`config.mk`:
```
export PLATFORM = sky130hd
export DESIGN_NAME = sd_cmd_path
export DESIGN_NICKNAME = d
export VERILOG_FILES = /design/src/rtl/sd_cmd_pkg.sv /design/src/rtl/sd_cmd_crc7.sv /design/src/rtl/sd_cmd_tx_shift.sv /design/src/rtl/sd_cmd_rx_capture.sv /design/src/rtl/sd_cmd_path.sv
export SDC_FILE = /design/constraint.sdc
export NUM_CORES = 1
export LEC_CHECK = 0
export ABC_AREA = 1
export CAP_MARGIN = 0
export CORE_MARGIN = 3
export CORE_UTILIZATION = 50
export DETAILED_ROUTE_END_ITERATION = 12
export GPL_TIMING_DRIVEN = 0
export PLACE_DENSITY = 0.76
export SETUP_SLACK_MARGIN = 0.5
export SLEW_MARGIN = 20
export SYNTH_ARGS = -nofsm -noshare
export SYNTH_HDL_FRONTEND = slang
export SYNTH_SLANG_ARGS = --single-unit
```
`constraint.sdc`:
```
create_clock -name clk -period 1.84 [get_ports clk]
set_input_delay 0.184 -clock clk [delete_from_list [all_inputs] [get_ports clk]]
set_output_delay 0.184 -clock clk [all_outputs]
set_load 0.02 [all_outputs]
```
`src/rtl/sd_cmd_pkg.sv`:
```
package sd_cmd_pkg;
  localparam int OPC_W     = 6;
  localparam int WORD_W    = 9;
  localparam int BIT_WANT  = 6;
  localparam int BIT_LONG  = 7;
  localparam int BIT_GO    = 8;
  localparam int ARG_W     = 32;
  localparam int CRC_W     = 7;
  localparam int HDR_W     = 2 + OPC_W + ARG_W;
  localparam int FRAME_W   = HDR_W + CRC_W + 1;
  localparam int SHORT_LEN = 48;
  localparam int LONG_LEN  = 136;
  localparam int RWORD_W   = 32;
  localparam int CAP_W     = 4 * RWORD_W;

  typedef enum logic [1:0] {
    ST_IDLE,
    ST_SEND,
    ST_WAIT,
    ST_RECV
  } cmd_state_e;
endpackage

```
`src/rtl/sd_cmd_crc7.sv`:
```
module sd_cmd_crc7
  import sd_cmd_pkg::*;
#(
  parameter int DATA_W = HDR_W,
  parameter logic [CRC_W-1:0] POLY = 7'h09
) (
  input  logic [DATA_W-1:0] data_i,
  output logic [CRC_W-1:0]  crc_o
);
  always_comb begin
    logic [CRC_W-1:0] acc;
    logic             fb;
    acc = '0;
    for (int i = DATA_W - 1; i >= 0; i--) begin
      fb  = data_i[i] ^ acc[CRC_W-1];
      acc = {acc[CRC_W-2:0], 1'b0};
      if (fb) acc = acc ^ POLY;
    end
    crc_o = acc;
  end
endmodule

```
`src/rtl/sd_cmd_tx_shift.sv`:
```
module sd_cmd_tx_shift
  import sd_cmd_pkg::*;
#(
  parameter int W = FRAME_W
) (
  input  logic         clk,
  input  logic         rst_n,
  input  logic         load_i,
  input  logic [W-1:0] load_val_i,
  input  logic         shift_i,
  output logic         msb_o
);
  logic [W-1:0] sreg_q, sreg_d;

  always_comb begin
    sreg_d = sreg_q;
    if (load_i)       sreg_d = load_val_i;
    else if (shift_i) sreg_d = {sreg_q[W-2:0], 1'b1};
  end

  always_ff @(posedge clk or negedge rst_n) begin
    if (!rst_n) sreg_q <= '1;
    else        sreg_q <= sreg_d;
  end

  assign msb_o = sreg_q[W-1];
endmodule

```
`src/rtl/sd_cmd_rx_capture.sv`:
```
module sd_cmd_rx_capture
  import sd_cmd_pkg::*;
(
  input  logic               clk,
  input  logic               rst_n,
  input  logic               shift_i,
  input  logic               bit_i,
  input  logic               commit_short_i,
  input  logic               commit_long_i,
  output logic [RWORD_W-1:0] w0_o,
  output logic [RWORD_W-1:0] w1_o,
  output logic [RWORD_W-1:0] w2_o,
  output logic [RWORD_W-1:0] w3_o
);
  logic [CAP_W-1:0]   cap_q, cap_d;
  logic [RWORD_W-1:0] w_q [4];
  logic [RWORD_W-1:0] w_d [4];

  always_comb begin
    cap_d = shift_i ? {cap_q[CAP_W-2:0], bit_i} : cap_q;
    for (int i = 0; i < 4; i++) w_d[i] = w_q[i];
    if (commit_long_i) begin
      for (int i = 0; i < 4; i++) w_d[i] = cap_d[CAP_W-1-i*RWORD_W -: RWORD_W];
    end else if (commit_short_i) begin
      // skip CRC7 and end bit in the low byte
      w_d[0] = cap_d[RWORD_W+7:8];
    end
  end

  always_ff @(posedge clk or negedge rst_n) begin
    if (!rst_n) begin
      cap_q <= '0;
      for (int i = 0; i < 4; i++) w_q[i] <= '0;
    end else begin
      cap_q <= cap_d;
      for (int i = 0; i < 4; i++) w_q[i] <= w_d[i];
    end
  end

  assign w0_o = w_q[0];
  assign w1_o = w_q[1];
  assign w2_o = w_q[2];
  assign w3_o = w_q[3];
endmodule

```
`src/rtl/sd_cmd_path.sv`:
```
module sd_cmd_path
  import sd_cmd_pkg::*;
#(
  parameter int TIMEOUT_BITS = 64
) (
  input  logic               clk,
  input  logic               rst_n,
  input  logic               bit_en,
  input  logic               cmd_wr,
  input  logic [WORD_W-1:0]  cmd_word,
  input  logic [ARG_W-1:0]   cmd_arg,
  input  logic               cmd_in,
  output logic               cmd_out,
  output logic               cmd_oe,
  output logic               busy,
  output logic               resp_end,
  output logic               cmd_timeout,
  output logic [RWORD_W-1:0] resp_w0,
  output logic [RWORD_W-1:0] resp_w1,
  output logic [RWORD_W-1:0] resp_w2,
  output logic [RWORD_W-1:0] resp_w3
);
  localparam int MAXC  = (LONG_LEN > TIMEOUT_BITS) ? LONG_LEN : TIMEOUT_BITS;
  localparam int CNT_W = $clog2(MAXC + 1);
  localparam logic [CNT_W-1:0] SEND_LAST  = CNT_W'(FRAME_W - 1);
  localparam logic [CNT_W-1:0] WAIT_LAST  = CNT_W'(TIMEOUT_BITS - 1);
  localparam logic [CNT_W-1:0] SHORT_LAST = CNT_W'(SHORT_LEN - 2);
  localparam logic [CNT_W-1:0] LONG_LAST  = CNT_W'(LONG_LEN - 2);

  cmd_state_e       state_q, state_d;
  logic [CNT_W-1:0] cnt_q, cnt_d;
  logic             done_q, done_d, tmo_q, tmo_d;
  logic             want_q, want_d, long_q, long_d;
  logic             load, shift_tx, shift_rx, commit_s, commit_l;
  logic             tx_msb;
  logic [CRC_W-1:0] crc;
  logic [HDR_W-1:0] hdr;

  assign hdr = {2'b01, cmd_word[OPC_W-1:0], cmd_arg};

  sd_cmd_crc7 u_crc (.data_i(hdr), .crc_o(crc));

  sd_cmd_tx_shift u_tx (
    .clk(clk), .rst_n(rst_n), .load_i(load),
    .load_val_i({hdr, crc, 1'b1}), .shift_i(shift_tx), .msb_o(tx_msb)
  );

  sd_cmd_rx_capture u_rx (
    .clk(clk), .rst_n(rst_n), .shift_i(shift_rx), .bit_i(cmd_in),
    .commit_short_i(commit_s), .commit_long_i(commit_l),
    .w0_o(resp_w0), .w1_o(resp_w1), .w2_o(resp_w2), .w3_o(resp_w3)
  );

  always_comb begin
    state_d  = state_q;
    cnt_d    = cnt_q;
    done_d   = done_q;
    tmo_d    = tmo_q;
    want_d   = want_q;
    long_d   = long_q;
    load     = 1'b0;
    shift_tx = 1'b0;
    shift_rx = 1'b0;
    commit_s = 1'b0;
    commit_l = 1'b0;
    if (cmd_wr && cmd_word == '0) begin
      state_d = ST_IDLE;
      done_d  = 1'b0;
      tmo_d   = 1'b0;
    end else if (cmd_wr && state_q == ST_IDLE && cmd_word[BIT_GO]) begin
      load    = 1'b1;
      state_d = ST_SEND;
      cnt_d   = '0;
      done_d  = 1'b0;
      tmo_d   = 1'b0;
      want_d  = cmd_word[BIT_WANT];
      long_d  = cmd_word[BIT_LONG];
    end else if (bit_en) begin
      unique case (state_q)
        ST_SEND: begin
          shift_tx = 1'b1;
          if (cnt_q == SEND_LAST) begin
            cnt_d = '0;
            if (want_q) state_d = ST_WAIT;
            else begin
              state_d = ST_IDLE;
              done_d  = 1'b1;
            end
          end else cnt_d = cnt_q + 1'b1;
        end
        ST_WAIT: begin
          if (!cmd_in) begin
            state_d = ST_RECV;
            cnt_d   = '0;
          end else if (cnt_q == WAIT_LAST) begin
            state_d = ST_IDLE;
            tmo_d   = 1'b1;
          end else cnt_d = cnt_q + 1'b1;
        end
        ST_RECV: begin
          shift_rx = 1'b1;
          if (cnt_q == (long_q ? LONG_LAST : SHORT_LAST)) begin
            state_d  = ST_IDLE;
            done_d   = 1'b1;
            commit_l = long_q;
            commit_s = !long_q;
          end else cnt_d = cnt_q + 1'b1;
        end
        default: ;
      endcase
    end
  end

  always_ff @(posedge clk or negedge rst_n) begin
    if (!rst_n) begin
      state_q <= ST_IDLE;
      cnt_q   <= '0;
      done_q  <= 1'b0;
      tmo_q   <= 1'b0;
      want_q  <= 1'b0;
      long_q  <= 1'b0;
    end else begin
      state_q <= state_d;
      cnt_q   <= cnt_d;
      done_q  <= done_d;
      tmo_q   <= tmo_d;
      want_q  <= want_d;
      long_q  <= long_d;
    end
  end

  assign cmd_oe      = (state_q == ST_SEND);
  assign cmd_out     = (state_q == ST_SEND) ? tx_msb : 1'b1;
  assign busy        = (state_q != ST_IDLE);
  assign resp_end    = done_q;
  assign cmd_timeout = tmo_q;
endmodule

```
# Word level (Yosys, flattened, before mapping)
# Index checks and enable logic that the tools add are counted.
# op_classes
shifts	0
mul	0
n_div	0
mux	94
order_cmp	0
add_sub_neg	1
n_bitwise	75
eq_ne	12
reduce_logical	22
# op_table
cell	n
4-bit two-way mux	38
128-bit two-way mux	1
48-bit two-way mux	2
2-bit inverter	37
32-bit two-way mux	2
8-bit two-way mux	7
1-bit bitwise XOR	34
1-bit two-way mux	33
8-bit one-hot mux with 3 select lines	1
8-bit by 6-bit == test with 1-bit output, second input constant	2
2-bit two-way mux	8
5-bit AND reduction	3
3-bit nonzero test	4
9-bit logical NOT	1
8-bit by 1-bit adder with 8-bit output, second input constant	1
8-bit == test	1
4-bit inequality test, second input constant	2
2-bit nonzero test	4
4-bit nonzero test	2
2-bit one-hot mux with 3 select lines	1
5-bit inequality test, second input constant	1
5-bit nonzero test	1
2-bit == test, second input constant	2
4-bit by 1-bit inequality test with 1-bit output, second input constant	1
11 further kinds	15
# totals
word_cells	216
out_inout_bits	133
mem_bits_ro	0
ram_bits	0
latch_bits	0
n_memories	0
inputBits	46
reg_bits	318

# Depth between registers and ports, before layout
# depth
ltp_word	76
ltp_mapped	27
ltp_nobuf	26

# By module
# A second synthesis with hierarchy kept.
# unflattened
cells_unflattened	1832
area_unflattened_um2	14799.2
# by_module_without_submodules
module	area_per_inst_um2	seq_area_each_um2	cells_each	instances
sd_cmd_rx_capture	9932.0	6406.1	1086	1
sd_cmd_tx_shift	2220.9	1261.2	261	1
sd_cmd_crc7	1524.0	0.0	313	1
sd_cmd_path	1122.3	350.3	172	1

# Least setup slack after synthesis
# No wires, ideal clock.
# synth_timing
path_type	register to register
from	reg state_q[0]
to	reg u_tx.sreg_q[18]
stages_incl_launch_ff	10
period_less_slack_ns	2.158
t_arrival_ns	2.060
n_path_buf	1
slack_ns	-0.318
required_time_ns	1.742
cell_sequence	dfrtp_1 > inv_1 > nor2_1 > inv_1 > nor3_1 > nor2_1 > inv_1 > buf_2 > nor2_1 > a221oi_1
# synth_via
elab_chain_len	6
word_cells_on_any_way	12
cone_classes	eq/ne: 1; mux: 7; reduce/logical: 4
# synth_rtl
element	line_no	text
start, declared	sd_cmd_path.sv:30	cmd_state_e state_q, state_d;
start signal, assigned	sd_cmd_path.sv:123	state_q <= state_d;
2-bit by 1-bit == test with 1-bit output	--	
net cmd_oe	sd_cmd_path.sv:14	output logic cmd_oe,
1-bit two-way mux	sd_cmd_path.sv:79	unique case (state_q)
1-bit two-way mux	sd_cmd_path.sv:78	end else if (bit_en) begin
1-bit two-way mux	sd_cmd_path.sv:70	end else if (cmd_wr && state_q == ST_IDLE && cmd_word[BIT_GO]) begin
1-bit two-way mux	sd_cmd_path.sv:66	if (cmd_wr && cmd_word == '0) begin
2-bit nonzero test (no line)	--	
end signal, assigned	sd_cmd_tx_shift.sv:23	else sreg_q <= sreg_d;
end, declared	sd_cmd_tx_shift.sv:13	logic [W-1:0] sreg_q, sreg_d;
# The timed path passes the listed nets, and every way through them passes these cells.
# A chain may end at the register's enable or synchronous reset.

# Worst setup path in the final report
# layout_timing
from	reg cnt_q[1]
to	reg cnt_q[1]
# layout_via
elab_chain_len	6
word_cells_on_any_way	14
cone_classes	add/sub: 1; eq/ne: 5; mux: 7; reduce/logical: 1
# layout_rtl
element	line_no	text
start, declared	sd_cmd_path.sv:31	logic [CNT_W-1:0] cnt_q, cnt_d;
start signal, assigned	sd_cmd_path.sv:124	cnt_q <= cnt_d;
8-bit by 1-bit adder with 8-bit output	sd_cmd_path.sv:89, sd_cmd_path.sv:98, sd_cmd_path.sv:107	
8-bit two-way mux	sd_cmd_path.sv:95	end else if (cnt_q == WAIT_LAST) begin
8-bit two-way mux	sd_cmd_path.sv:92	if (!cmd_in) begin
8-bit one-hot mux with 3 select lines	sd_cmd_path.sv:79	
8-bit two-way mux	sd_cmd_path.sv:78	
8-bit two-way mux	sd_cmd_path.sv:70	
# Several ways; a longest one is shown, not always the timed one. The select of a mux whose other input is x is not followed.

==> flow_metrics.tcl <==
set metrics [dict create \
    status "finished, violations left" \
    violations "negative hold slack, negative setup slack" \
    clock_latency_ns 0.52 \
    yosys.area.top_type_share_pct 47.6 \
    postRouteAntennaNets 0 \
    seqPwrFrac_pct 36.9 \
    arrival_ns 2.57 \
    die_x_um 175 \
    setup_ws_ns -0.302 \
    power.switching_w 0.00886 \
    synth_area_leaders "dfrtp_1 (48%), nand2_1 (15%), dfstp_2 (8.7%), mux2_2 (7.6%), inv_1 (3.4%)" \
    ys_ff_latch 317 \
    combPwrFrac_pct 34.0 \
    clock-sinks 317 \
    place.gp.congestion 0.853 \
    netlist_area_mm2 0.0142 \
    synth_warnings 0 \
    grt_util_met1_pct 31.3 \
    grt_overflow 0 \
    met3_usage_pct 3.41 \
    synth_cells 1574 \
    worstSetupEndpointType "flip-flop" \
    synthToLayoutAreaGrowth_pct 58.7 \
    clkTransAtPathRegs_ns 0.06 \
    nFillCells 1446 \
    period_share_pct 116 \
    syn_nets 1622 \
    leakage_nw 11.4 \
    die_area_mm2 0.0305 \
    first_iter_violations 887 \
    hold_violations 62 \
    pwr-share-clk_pct 29.1 \
    hold_slack_ns -0.421 \
    ios 179 \
    grt_max_degree 101 \
    wl_um 48300 \
    start_util_pct 51.0 \
    cp_max_fo 7 \
    firstDrtPassIters 5 \
    busiest_layer "met2" \
    num_vias 13100 \
    cts-root-buf "clkbuf_16" \
    post-route-min-period_ns 2.14 \
    finish.utilization_pct 80.9 \
    vias_per_cell 5.67 \
    fmax_mhz 467 \
    synth_cell_types 38 \
    start_kind "flip-flop" \
    drv_slew 0 \
    cts_max_level 2 \
    insertedDiodeCount 0 \
    yosysMostFrequentCell "nand2_1" \
    grt_use_met2_pct 41.8 \
    grt_antenna_before_repair 0 \
    layout-drive-gt1-share_pct 49.1 \
    synth_edf_count 0 \
    synth_top_area_cell "dfrtp_1" \
    crit_type "flip-flop to flip-flop" \
    hpwl_um 24800 \
    synth-seq-area-share_pct 56.3 \
    setup-violations-final 154 \
    cellPowerDensity_mw_per_mm2 1130 \
    ir_worst_vdd_uv 1120 \
    tightest_slew_ns 0.945 \
    avgSynthCellArea_um2 9.02 \
    worstPathRequired_ns 2.27 \
    max-slew-margin-rel_pct 37.0 \
    synth_common_cells "nand2_1 (556), dfrtp_1 (270), inv_1 (130)" \
    nNetsFinal 1955 \
    cts_inserted_buffers 35 \
    hp-class "primary input to async pin" \
    async_reset_ff_share_pct 100 \
    fin_skew_ns 0.0155 \
    swShare_pct 34.8 \
    wl_per_cell_um 20.9 \
    core-area_mm2 0.0279 \
    rsz0062_at_grt "true" \
    synthFlopType "dfrtp_1" \
    internal_power_w 0.0166 \
    grtUsageTotal_pct 24.2 \
    rows 61 \
    grt_pass1_wl_um 60400 \
    grt_pass1_vias 12300 \
    io_buffers 177 \
    fp.dieH_um 175 \
    tritoncts "done" \
    cts_max_path_buffers 3 \
    max_cap_viol_count 0 \
    drc 0 \
]
## metrics by stage
step / instance area (um^2) / cells / setup TNS [ns] / setup WS (ns) / power, W
final: 22500 / 2310 / -29.34 / -0.302 / 0.0254
after global routing: 22500 / 2310 / -39.77 / -0.410 / 0.0264
after CTS: 19900 / 2243 / -14.12 / -0.199 / 0.0226
after detailed placement: 17400 / 2132 / -243.89 / -1.08 / 0.0144
after global placement: 17300 / 2129 / -4108.17 / -12.84 / 0.0142
after floorplan: 15100 / 1574 / -2.43 / -0.0882 / 0.0129
## layout make-up
class / instances / area [um^2] / share of cell area (%)
Clock inverter: 13 / 205 / 0.910
Tap cell: 378 / 473 / 2.10
Sequential cell: 317 / 8000 / 35.5
Buffer: 65 / 976 / 4.33
Inverter: 144 / 633 / 2.81
Timing Repair Buffer: 296 / 3220 / 14.3
Clock buffer: 49 / 1010 / 4.48
Multi-Input combinational cell: 1048 / 8030 / 35.6
## registers in the layout, summed over array words and instances, names as in the netlist
| name | cells |
|---|---|
| u_rx.w1_o | 32 |
| u_rx.w2_o | 32 |
| u_rx.w0_o | 32 |
| cmd_timeout | 1 |
| want_q | 1 |
| u_rx.cap_q | 128 |
| u_rx.w3_o | 32 |
| u_tx.sreg_q | 47 |
| state_q | 2 |
| long_q | 1 |
| resp_end | 1 |
| cnt_q | 8 |
## per-layer routing
layer | routed length [um] | vias to the layer above
li1 | - | 5781
met1 | 18300 | 6503
met2 | 24600 | 603
met3 | 2750 | 217
met4 | 2680 | 0
met5 | 0 | -
## cells in the final DEF, fill, tap and decap left out, types with 18 or more instances in the layout
cell type	n
buf_4	64
mux2_4	48
clkdlybuf4s50_1	119
nor2_2	19
clkbuf_16	67
a221oi_2	18
a21oi_2	28
buf_8	19
inv_2	30
inv_1	94
mux2_2	48
o21ai_2	25
nand2_4	96
buf_12	28
nand3_1	32
nand3_2	25
dfstp_2	47
clkbuf_2	34
o21ai_1	28
buf_6	27
dfrtp_1	267
or2_4	32
nand2_1	347
nand2_2	146
## repair_timing
action	in CTS	in global routing
endpoints found under the hold margin	58	55
cloned	2	26
buffers inserted	44	40
hold buffers	3	1
pin swaps	92	146
gates resized for setup	303	566
endpoints found under the setup margin	450	450
## worst paths after layout
path	start	end	slack (ns)	cells past startpoint
min reg2reg	u_rx.w0_o[3]	u_rx.w0_o[3]	0.47	2
min	rst_n	u_rx.w3_o[15]	-0.42	1
min in group clk	cmd_word[6]	want_q	0	3
max reg2reg	cnt_q[1]	cnt_q[1]	-0.30	12
max in group asynchronous	rst_n	u_rx.w2_o[20]	0.98	3
max	cnt_q[1]	cnt_q[1]	-0.30	12
## cell families after synthesis
group,synth area share (%)
AOI/OAI and AO/OA,7.48
xor gates and xnor gates,0.432
adders and majority gates,0.176
buffers and inverters,5.62
DFF,56.3
muxes,7.61
and+or+nand+nor,22.4
## critical path, cell delays in order, from the launching register on
cell and delay, ns:
dfrtp_1 0.45, ha_2 0.23, nand2_2 0.07, nor2_2 0.14, inv_2 0.07, nor3_4 0.14
nand2_2 0.08, nor2_4 0.14, nand3_2 0.12, a21oi_4 0.20, nor3_4 0.10, buf_4 0.15
o22ai_1 0.16
## power by group through the flow
stage	clock network (W)	logic, W	registers, W
floorplan	0	0.00391	0.00904
global placement	0	0.00508	0.00910
detailed placement	0	0.00527	0.00911
CTS	0.00747	0.00606	0.00905
global route	0.00776	0.00919	0.00946
finish	0.00740	0.00866	0.00938
(Power assumes the default switching activity.)
